## src/rtl/pirq_router_pkg.sv

```systemverilog
package pirq_router_pkg;
    localparam int          PIRQ_COUNT  = 4;
    localparam int          IRQ_COUNT   = 16;
    localparam logic [7:0]  ROUTE_RESET = 8'h80;

    typedef enum logic [1:0] {
        UPD_HOLD,
        UPD_LINE,
        UPD_REBUILD
    } upd_kind_e;
endpackage

```

## src/rtl/pirq_swizzle.sv

```systemverilog
module pirq_swizzle #(
    parameter int NUM_SLOTS = 4,
    parameter int NUM_PIRQ  = 4,
    parameter int DEV_BASE  = 1
) (
    input  logic [NUM_SLOTS*NUM_PIRQ-1:0] intx_in,
    output logic [NUM_PIRQ-1:0]           pirq_lvl
);
    localparam int PINS = NUM_SLOTS * NUM_PIRQ;

    // Pins of every slot whose rotated position lands on line p.
    function automatic logic [PINS-1:0] pin_mask(int p);
        logic [PINS-1:0] m;
        m = '0;
        for (int s = 0; s < NUM_SLOTS; s++) begin
            for (int i = 0; i < NUM_PIRQ; i++) begin
                if (((i + DEV_BASE + s + NUM_PIRQ - 1) % NUM_PIRQ) == p)
                    m[s*NUM_PIRQ+i] = 1'b1;
            end
        end
        return m;
    endfunction

    for (genvar gp = 0; gp < NUM_PIRQ; gp++) begin : g_line
        assign pirq_lvl[gp] = |(intx_in & pin_mask(gp));
    end
endmodule

```

## src/rtl/pirq_route_regs.sv

```systemverilog
module pirq_route_regs
    import pirq_router_pkg::*;
#(
    parameter int         NUM_PIRQ   = PIRQ_COUNT,
    parameter logic [7:0] ROUTE_ADDR = 8'h60
) (
    input  logic                     clk,
    input  logic                     rst_n,
    input  logic                     cfg_wr,
    input  logic [7:0]               cfg_addr,
    input  logic [3:0]               cfg_be,
    input  logic [31:0]              cfg_wdata,
    output logic [NUM_PIRQ-1:0][7:0] route_q,
    output logic [NUM_PIRQ-1:0][7:0] route_d,
    output logic                     route_hit,
    output logic [31:0]              cfg_rdata
);
    logic                dw_sel;
    logic [NUM_PIRQ-1:0] lane_wr;

    assign dw_sel = (cfg_addr == ROUTE_ADDR);

    for (genvar gp = 0; gp < NUM_PIRQ; gp++) begin : g_lane
        assign lane_wr[gp] = cfg_wr && dw_sel && cfg_be[gp];
        assign route_d[gp] = lane_wr[gp] ? cfg_wdata[gp*8 +: 8] : route_q[gp];
    end

    assign route_hit = |lane_wr;

    always_ff @(posedge clk or negedge rst_n) begin
        if (!rst_n)
            route_q <= {NUM_PIRQ{ROUTE_RESET}};
        else
            route_q <= route_d;
    end

    assign cfg_rdata = dw_sel ? 32'(route_q) : 32'h0;
endmodule

```

## src/rtl/pirq_level_matrix.sv

```systemverilog
module pirq_level_matrix
    import pirq_router_pkg::*;
#(
    parameter int NUM_PIRQ = PIRQ_COUNT,
    parameter int NUM_IRQ  = IRQ_COUNT
) (
    input  logic                     clk,
    input  logic                     rst_n,
    input  logic [NUM_PIRQ-1:0]      pirq_lvl,
    input  logic [NUM_PIRQ-1:0][7:0] route_q,
    input  logic [NUM_PIRQ-1:0][7:0] route_d,
    input  logic                     route_hit,
    output logic [NUM_IRQ-1:0]       irq_out
);
    localparam int CELLS = NUM_PIRQ * NUM_IRQ;

    upd_kind_e           kind;
    logic [CELLS-1:0]    mtx_q, mtx_d;
    logic [NUM_PIRQ-1:0] lvl_q;

    // Select the update kind; a routing write wins over a line change.
    always_comb begin
        if (route_hit)
            kind = UPD_REBUILD;
        else if (pirq_lvl != lvl_q)
            kind = UPD_LINE;
        else
            kind = UPD_HOLD;
    end

    // Cell (irq, line) sits at irq*NUM_PIRQ + line.
    always_comb begin
        mtx_d = mtx_q;
        unique case (kind)
            UPD_REBUILD: begin
                mtx_d = '0;
                for (int p = 0; p < NUM_PIRQ; p++) begin
                    if (int'(route_d[p]) < NUM_IRQ)
                        mtx_d[int'(route_d[p])*NUM_PIRQ + p] = pirq_lvl[p];
                end
            end
            UPD_LINE: begin
                for (int p = 0; p < NUM_PIRQ; p++) begin
                    if (pirq_lvl[p] != lvl_q[p] && int'(route_q[p]) < NUM_IRQ)
                        mtx_d[int'(route_q[p])*NUM_PIRQ + p] = pirq_lvl[p];
                end
            end
            UPD_HOLD: ;
            default: ;
        endcase
    end

    always_ff @(posedge clk or negedge rst_n) begin
        if (!rst_n) begin
            mtx_q <= '0;
            lvl_q <= '0;
        end else begin
            mtx_q <= mtx_d;
            lvl_q <= pirq_lvl;
        end
    end

    always_comb begin
        for (int k = 0; k < NUM_IRQ; k++)
            irq_out[k] = |mtx_q[k*NUM_PIRQ +: NUM_PIRQ];
    end
endmodule

```

## src/rtl/pirq_router.sv

```systemverilog
module pirq_router
    import pirq_router_pkg::*;
#(
    parameter int         NUM_SLOTS  = 4,
    parameter int         DEV_BASE   = 1,
    parameter int         NUM_PIRQ   = PIRQ_COUNT,
    parameter int         NUM_IRQ    = IRQ_COUNT,
    parameter logic [7:0] ROUTE_ADDR = 8'h60,
    localparam int        SEL_W      = $clog2(NUM_PIRQ),
    localparam int        IRQ_W      = $clog2(NUM_IRQ)
) (
    input  logic                          clk,
    input  logic                          rst_n,
    input  logic                          cfg_wr,
    input  logic [7:0]                    cfg_addr,
    input  logic [3:0]                    cfg_be,
    input  logic [31:0]                   cfg_wdata,
    output logic [31:0]                   cfg_rdata,
    input  logic [NUM_SLOTS*NUM_PIRQ-1:0] intx_in,
    input  logic [SEL_W-1:0]              route_sel,
    output logic                          route_on,
    output logic [IRQ_W:0]                route_irq,
    output logic [NUM_IRQ-1:0]            irq_out
);
    logic [NUM_PIRQ-1:0]      pirq_lvl;
    logic [NUM_PIRQ-1:0][7:0] route_q, route_d;
    logic                     route_hit;
    logic [NUM_PIRQ*8-1:0]    route_flat;
    logic [7:0]               qsel;

    pirq_swizzle #(
        .NUM_SLOTS(NUM_SLOTS), .NUM_PIRQ(NUM_PIRQ), .DEV_BASE(DEV_BASE)
    ) u_swizzle (
        .intx_in (intx_in),
        .pirq_lvl(pirq_lvl)
    );

    pirq_route_regs #(
        .NUM_PIRQ(NUM_PIRQ), .ROUTE_ADDR(ROUTE_ADDR)
    ) u_regs (
        .clk      (clk),
        .rst_n    (rst_n),
        .cfg_wr   (cfg_wr),
        .cfg_addr (cfg_addr),
        .cfg_be   (cfg_be),
        .cfg_wdata(cfg_wdata),
        .route_q  (route_q),
        .route_d  (route_d),
        .route_hit(route_hit),
        .cfg_rdata(cfg_rdata)
    );

    pirq_level_matrix #(
        .NUM_PIRQ(NUM_PIRQ), .NUM_IRQ(NUM_IRQ)
    ) u_matrix (
        .clk      (clk),
        .rst_n    (rst_n),
        .pirq_lvl (pirq_lvl),
        .route_q  (route_q),
        .route_d  (route_d),
        .route_hit(route_hit),
        .irq_out  (irq_out)
    );

    assign route_flat = route_q;

    // Route query: disabled lines report all ones (-1).
    assign qsel      = route_q[route_sel];
    assign route_on  = int'(qsel) < NUM_IRQ;
    assign route_irq = route_on ? {1'b0, qsel[IRQ_W-1:0]} : '1;
endmodule

```

## config.mk

```make
export PLATFORM = sky130hd
export DESIGN_NAME = pirq_router
export DESIGN_NICKNAME = d
export VERILOG_FILES = /design/src/rtl/pirq_router_pkg.sv /design/src/rtl/pirq_swizzle.sv /design/src/rtl/pirq_route_regs.sv /design/src/rtl/pirq_level_matrix.sv /design/src/rtl/pirq_router.sv
export SDC_FILE = /design/constraint.sdc
export NUM_CORES = 1
export LEC_CHECK = 0
export BUFFER_PORTS_ARGS = -buffer_cell sky130_fd_sc_hd__buf_2
export CAP_MARGIN = 20
export CORE_AREA = 8 8 145 147
export CTS_CLUSTER_DIAMETER = 120
export CTS_CLUSTER_SIZE = 20
export DETAILED_ROUTE_END_ITERATION = 10
export DIE_AREA = 0 0 153 155
export PLACE_DENSITY_LB_ADDON = 0.12
export SYNTH_ARGS = -nofsm -noshare
export SYNTH_HDL_FRONTEND = slang
export SYNTH_HIERARCHICAL = 1
export SYNTH_SLANG_ARGS = --single-unit
```

## constraint.sdc

```tcl
create_clock -name clk -period 1.9 [get_ports clk]
set_input_delay 0.19 -clock clk [delete_from_list [all_inputs] [get_ports clk]]
set_output_delay 0.19 -clock clk [all_outputs]
set_load 0.02 [all_outputs]
```

==> impl_metrics.json, run 1 <==
{
  "finClkSkew_ns": 0.00934,
  "rrSetupSlack_ns": -0.26,
  "clk-insertion-delay-late_ns": 0.35,
  "coreArea_sq_um": 19000,
  "synth_edf_count": 0,
  "synthFlopType": "dfrtp_1",
  "max_stage_delay_ns": 0.54,
  "overflow": 0,
  "nNetsFinal": 977,
  "rows": 51,
  "synth.avg_cell_area_sq_um": 9.92,
  "clk_path_buf_depth": 2,
  "power_per_cell_area_nw_per_um2": 591,
  "gp_congestion": 0.925,
  "grtUsageTotal_pct": 21.8,
  "drc": 0,
  "rr_endpoint": "u_matrix/mtx_q[5]$_DFFE_PN0P_",
  "whs_endpoint": "u_regs/route_q[21]$_DFF_PN0_",
  "io_buffers": 118,
  "dp_hpwl_um": 19800,
  "min_path_type": "input port to flop",
  "min_period_ns": 2.36,
  "ant_nets": 0,
  "grt_max_degree": 66,
  "seq_area_frac_synth_pct": 38.8,
  "worst_pin_slew_ns": 0.777,
  "ios": 119,
  "slew-limit-headroom_pct": 48.1,
  "synth.top_cell.area_share_pct": 37.1,
  "start_util_pct": 34.1,
  "synth_warnings": 6,
  "ir_worst_vdd_uv": 407,
  "finalHoldViolCount": 0,
  "holdPathStages": 2,
  "worstPathRequired_ns": 2.19,
  "synth_top_area_cell": "dfrtp_1",
  "rsz0062_at_grt": "yes",
  "crit_slowest_cell": "or4_4",
  "reg2reg_depth": 9,
  "synth_nets": 717,
  "drt-total-wl_um": 26300,
  "clkSlewWorstSetupHoldPaths_ns": 0.07,
  "htreeDepth": 3,
  "drtPass1Iterations": 5,
  "via_per_inst": 5.84,
  "synth-seq-cells": 100,
  "violations": "negative setup slack",
  "r2r-start": "u_regs/route_q[12]$_DFF_PN0_",
  "antenna_found_initial": 0,
  "cp.arrival_ns": 2.66,
  "synth_cell_types": 66,
  "crit_chain": "buf_6 -> nor4_4 -> buf_6 -> nand4_4 -> mux2_4 -> or4_4 -> or3_4 -> o32ai_2 -> mux2_4",
  "drive_gt1_share_pct": 53.0,
  "finalInstanceArea_sq_um": 9840,
  "slew_viol_final": 0,
  "die_h_um": 155,
  "setup_viol": 70,
  "fmaxAchievable_ghz": 0.424,
  "grt_pass1_wl_um": 40100,
  "async_reset_ff_share_pct": 100,
  "drt_iter0_markers": 556,
  "clock-root-buffer": "clkbuf_16",
  "setup_slack_ns": -0.461,
  "synth.most_common_cell": "dfrtp_1",
  "post-route-period-util_pct": 124,
  "grt_pass1_vias": 6843,
  "clock-sinks": 100,
  "fp.dieW_um": 153,
  "num_antenna_cells": 0,
  "crit_type": "input port to flop",
  "placed_cell_area_sq_um": 8370,
  "syn2layout_area_growth_pct": 52.1,
  "wire_per_inst_um": 22.8,
  "vias": 6743,
  "ys_top_cells_by_count": "dfrtp_1, mux2_2, and3_1, nor2_1",
  "endpoint_kind": "flop",
  "status": "finished, violations left",
  "finish.utilization_pct": 51.9,
  "num-fill-cells": 1737,
  "cts_inserted_buffers": 9,
  "postSynthCellCount": 652,
  "p_leak_nw": 4.83,
  "synth.area.top_cells": "dfrtp_1, mux2_2, and3_1",
  "startpoint_type": "input port",
  "worstHoldStart": "cfg_wdata[21]",
  "die_area_sq_um": 23700,
  "cts_tree": "yes",
  "synth_area_sq_um": 6470,
  "final.setup.tns_ns": -21.49,
  "critPathMaxFanout": 5,
  "maxCapViolations": 0
}
-- how the worst max path moves through the flow --
stage / from / endpoint / depth (start not counted)
floorplan: cfg_addr[2] / u_matrix/mtx_q[49]$_DFFE_PN0P_ / 7
global placement: cfg_addr[4] / u_matrix/mtx_q[53]$_DFFE_PN0P_ / 10
detailed placement: cfg_addr[4] / u_matrix/mtx_q[53]$_DFFE_PN0P_ / 10
CTS: cfg_addr[1] / u_matrix/mtx_q[49]$_DFFE_PN0P_ / 9
global route: cfg_addr[4] / u_matrix/mtx_q[16]$_DFFE_PN0P_ / 10
finish: cfg_addr[1] / u_matrix/mtx_q[49]$_DFFE_PN0P_ / 9
-- where the power goes --
group,leakage (nW),internal [mW],total (mW),switching [mW]
Combinational,3.34,0.642,1.45,0.805
Clock,0.158,1.16,2.00,0.837
Sequential,1.33,2.25,2.37,0.121
Total,4.83,4.06,5.82,1.76
-- worst max-delay path, delay by kind of cell --
kind / cells / cell delay [ns]
multiplexers: 2 / 0.54
AND/OR/NAND/NOR: 4 / 1.40
AO/OA/AOI/OAI: 1 / 0.25
buffers and inverters: 2 / 0.27
-- logic make-up (layout without fill, tap and decap cells) --
logic type	Yosys count	count (layout)	synth area share [%]
compound gates	162	162	18.5
xor+xnor	7	7	1.24
simple gates	269	269	25.8
flops	100	100	38.8
buf+inv	49	314	3.48
mux	65	65	12.2
-- flip-flops by register name, summed over array words and instances, names as in the netlist --
signal / flops
u_matrix/lvl_q: 4
u_matrix/mtx_q: 64
u_regs/route_q: 32
-- layout make-up --
| type | instances | area [sq um] | area share [%] |
|---|---|---|---|
| Clock buffer | 13 | 280 | 2.85 |
| Clock inverter | 3 | 42.5 | 0.432 |
| Tap cell | 238 | 298 | 3.03 |
| Timing Repair Buffer | 295 | 2080 | 21.1 |
| Multi-Input combinational cell | 503 | 4630 | 47.0 |
| Inverter | 3 | 11.3 | 0.114 |
| Sequential cell | 100 | 2510 | 25.5 |
-- cells in the final DEF (no fill, tap or decap), drive strengths merged, types with 5 or more instances in the layout --
master  synthesis  routed
a21oi          29      29
a311oi          8       8
a31oi          24      24
a41o           12      12
a41oi          11      11
and2           10      10
and3           40      40
buf            19     294
clkbuf         27      13
dfrtp          96      96
mux2           57      57
nand2          29      29
nand2b          8       8
nand3          13      13
nand3b          5       5
nand4          26      26
nor2           31      31
nor2b          24      24
nor3           10      10
nor3b           5       5
nor4           17      17
o21ai          15      15
o32a           10      10
o32ai           9       9
o41ai          11      11
or2             5       5
or4            29      29
-- metrics by stage --
stage	hold slack [ns]	cells	worst slack [ns]	power [mW]
2_1_floorplan	-0.106	652	-0.719	2.95
5_1_grt	0.106	1155	-0.542	6.05
4_1_cts	0.0874	1139	-0.405	5.75
3_3_place_gp	0.0355	1108	-1.00	3.59
3_5_place_dp	0.0363	1108	-1.04	3.59
6_report	0.109	1155	-0.461	5.82
-- routing by layer --
layer / global-route usage (%) / vias to the layer above / part of all wire [%]
li1: - / 3123 / -
met1: 28.9 / 3316 / 45
met2: 33.7 / 261 / 45
met3: 4.94 / 43 / 6.7
met4: 9.61 / 0 / 3.5
met5: 0 / - / 0
-- repair_timing --
item	in CTS	in global routing
hold buffers	1	0
setup buffers	14	16
pin swaps	47	39
cloned	0	1
resized for setup	112	67
setup endpoints to repair	70	70
hold endpoints to repair	75	0
Power figures use the tool's default switching activity.
==> inputs of run 2 (changes only) <==
--- a/config.mk
+++ b/config.mk
@@ -13,6 +13,7 @@
 export DETAILED_ROUTE_END_ITERATION = 10
 export DIE_AREA = 0 0 153 155
 export PLACE_DENSITY_LB_ADDON = 0.12
+export SETUP_SLACK_MARGIN = 0.1
 export SYNTH_ARGS = -nofsm -noshare
 export SYNTH_HDL_FRONTEND = slang
 export SYNTH_HIERARCHICAL = 1
==> run 2 against run 1 <==
Effect of this change:
- the run still ends with negative setup slack left
- sequential power about the same
- global-route usage stayed put
- cell area unchanged
- register-to-register slack is essentially flat
- fmax barely moved
- clock power about the same
- hold slack about the same
- non-clock buffer count is the same
- final cell count unchanged
- clock skew is essentially flat
- die area unchanged
- critical path type unchanged
==> impl_metrics.json, run 2 (synthesis gave the netlist of run 1 again) <==
{
  "critPathMaxFanout": 5,
  "via_per_inst": 5.83,
  "worst_pin_slew_ns": 0.773,
  "dp_hpwl_um": 19800,
  "nNetsFinal": 977,
  "maxCapViolations": 0,
  "top_regs": "u_matrix/mtx_q (64), u_regs/route_q (32), u_matrix/lvl_q (4)",
  "syn2layout_area_growth_pct": 52.1,
  "rows": 51,
  "slew_viol_final": 0,
  "finish.utilization_pct": 51.9,
  "min_period_ns": 2.36,
  "ir_worst_vdd_uv": 407,
  "cts_tree": "yes",
  "fin_hold_ws_ns": 0.110,
  "drt_iter0_markers": 557,
  "htreeDepth": 3,
  "coreArea_sq_um": 19000,
  "layout_commonest_cell": "buf_4",
  "finalHoldViolCount": 0,
  "power_per_cell_area_nw_per_um2": 591,
  "multi_input_area_sq_um": 4630,
  "status": "finished, violations left",
  "drc": 0,
  "violations": "negative setup slack",
  "endpoint_kind": "flop",
  "grt_pass1_wl_um": 40100,
  "drtPass1Iterations": 5,
  "cts_inserted_buffers": 9,
  "cp.arrival_ns": 2.66,
  "worstPathRequired_ns": 2.19,
  "largest_reg_flops": 64,
  "ant_nets": 0,
  "die_h_um": 155,
  "crit_type": "input port to flop",
  "fp.dieW_um": 153,
  "rrSetupSlack_ns": -0.26,
  "slew-limit-headroom_pct": 48.3,
  "io_buffers": 118,
  "fmaxAchievable_ghz": 0.424,
  "overflow": 0,
  "grt_pass1_vias": 6843,
  "clk_path_buf_depth": 2,
  "wire_per_inst_um": 22.8,
  "grt_max_degree": 66,
  "vias": 6738,
  "layout_common_cells": "buf_4, buf_2, dfrtp_1",
  "start_util_pct": 34.1,
  "clk-insertion-delay-late_ns": 0.35,
  "regArea_sq_um": 2510,
  "rsz0062_at_grt": "yes",
  "setup_viol": 70,
  "ios": 119,
  "gp_congestion": 0.925,
  "clock-root-buffer": "clkbuf_16",
  "num-fill-cells": 1737,
  "startpoint_type": "input port",
  "die_area_sq_um": 23700,
  "grtUsageTotal_pct": 21.8,
  "num_antenna_cells": 0,
  "drt-total-wl_um": 26400,
  "finClkSkew_ns": 0.00933,
  "min_path_type": "input port to flop",
  "clock-sinks": 100,
  "setup_slack_ns": -0.461,
  "post-route-period-util_pct": 124,
  "clkSlewWorstSetupHoldPaths_ns": 0.07,
  "largest_register": "u_matrix/mtx_q",
  "antenna_found_initial": 0,
  "drive_gt1_share_pct": 53.0,
  "p_leak_nw": 4.83
}
## run 2: area by class of cell
type                    instances  area share [%]
clock buffers                  13            2.85
clock inverters                 3           0.432
inverters                       3           0.114
multi-input cells             503            47.0
flip-flops and latches        100            25.5
well taps                     238            3.03
repair buffers                295            21.1
## run 2: metal layers
metal | vias up | GRT usage (%) | wire [um]
met1 | 3305 | 28.9 | 11800
li1 | 3125 | - | -
met4 | 0 | 9.61 | 909
met5 | - | 0 | 0
met2 | 265 | 33.7 | 11900
met3 | 43 | 4.94 | 1770
## run 2: where the power goes
group	internal, mW	switching [mW]	leakage (nW)
Sequential	2.25	0.121	1.33
Clock	1.16	0.836	0.158
Combinational	0.642	0.805	3.34
## run 2: worst max-delay path, stage by stage
cell and delay (ns):
buf_6 0.10, nor4_4 0.28, buf_6 0.17, nand4_4 0.20, mux2_4 0.36, or4_4 0.54, or3_4 0.38, o32ai_2 0.25
mux2_4 0.18
## run 2: metrics by stage
step	instance area [sq um]	total power, mW	setup TNS (ns)	instances	setup slack [ns]
global placement	8370	3.59	-53.26	1108	-1.00
floorplan	6500	2.95	-30.87	652	-0.719
global route	9840	6.05	-28.20	1155	-0.542
CTS	9380	5.75	-18.63	1139	-0.405
detailed placement	8370	3.59	-57.14	1108	-1.04
finish	9840	5.82	-21.62	1155	-0.461
## run 2: repair_timing
action / in CTS / in global routing
pin swaps: 47 / 39
hold buffers: 1 / 0
setup buffers: 14 / 16
endpoints found under the hold margin: 75 / 0
cloned: 0 / 1
endpoints found under the setup margin: 70 / 70
gates resized for setup: 112 / 67
## run 2: final timing paths
path / depth (start not counted) / to / startpoint
min reg2reg: 1 / u_matrix/mtx_q[57]$_DFFE_PN0P_ / u_matrix/mtx_q[57]$_DFFE_PN0P_
min in group asynchronous: 2 / u_regs/route_q[21]$_DFF_PN0_ / rst_n
max reg2reg: 9 / u_matrix/mtx_q[5]$_DFFE_PN0P_ / u_regs/route_q[12]$_DFF_PN0_
max in group asynchronous: 3 / u_regs/route_q[7]$_DFF_PN1_ / rst_n
min: 2 / u_regs/route_q[21]$_DFF_PN0_ / cfg_wdata[21]
max: 9 / u_matrix/mtx_q[49]$_DFFE_PN0P_ / cfg_addr[1]
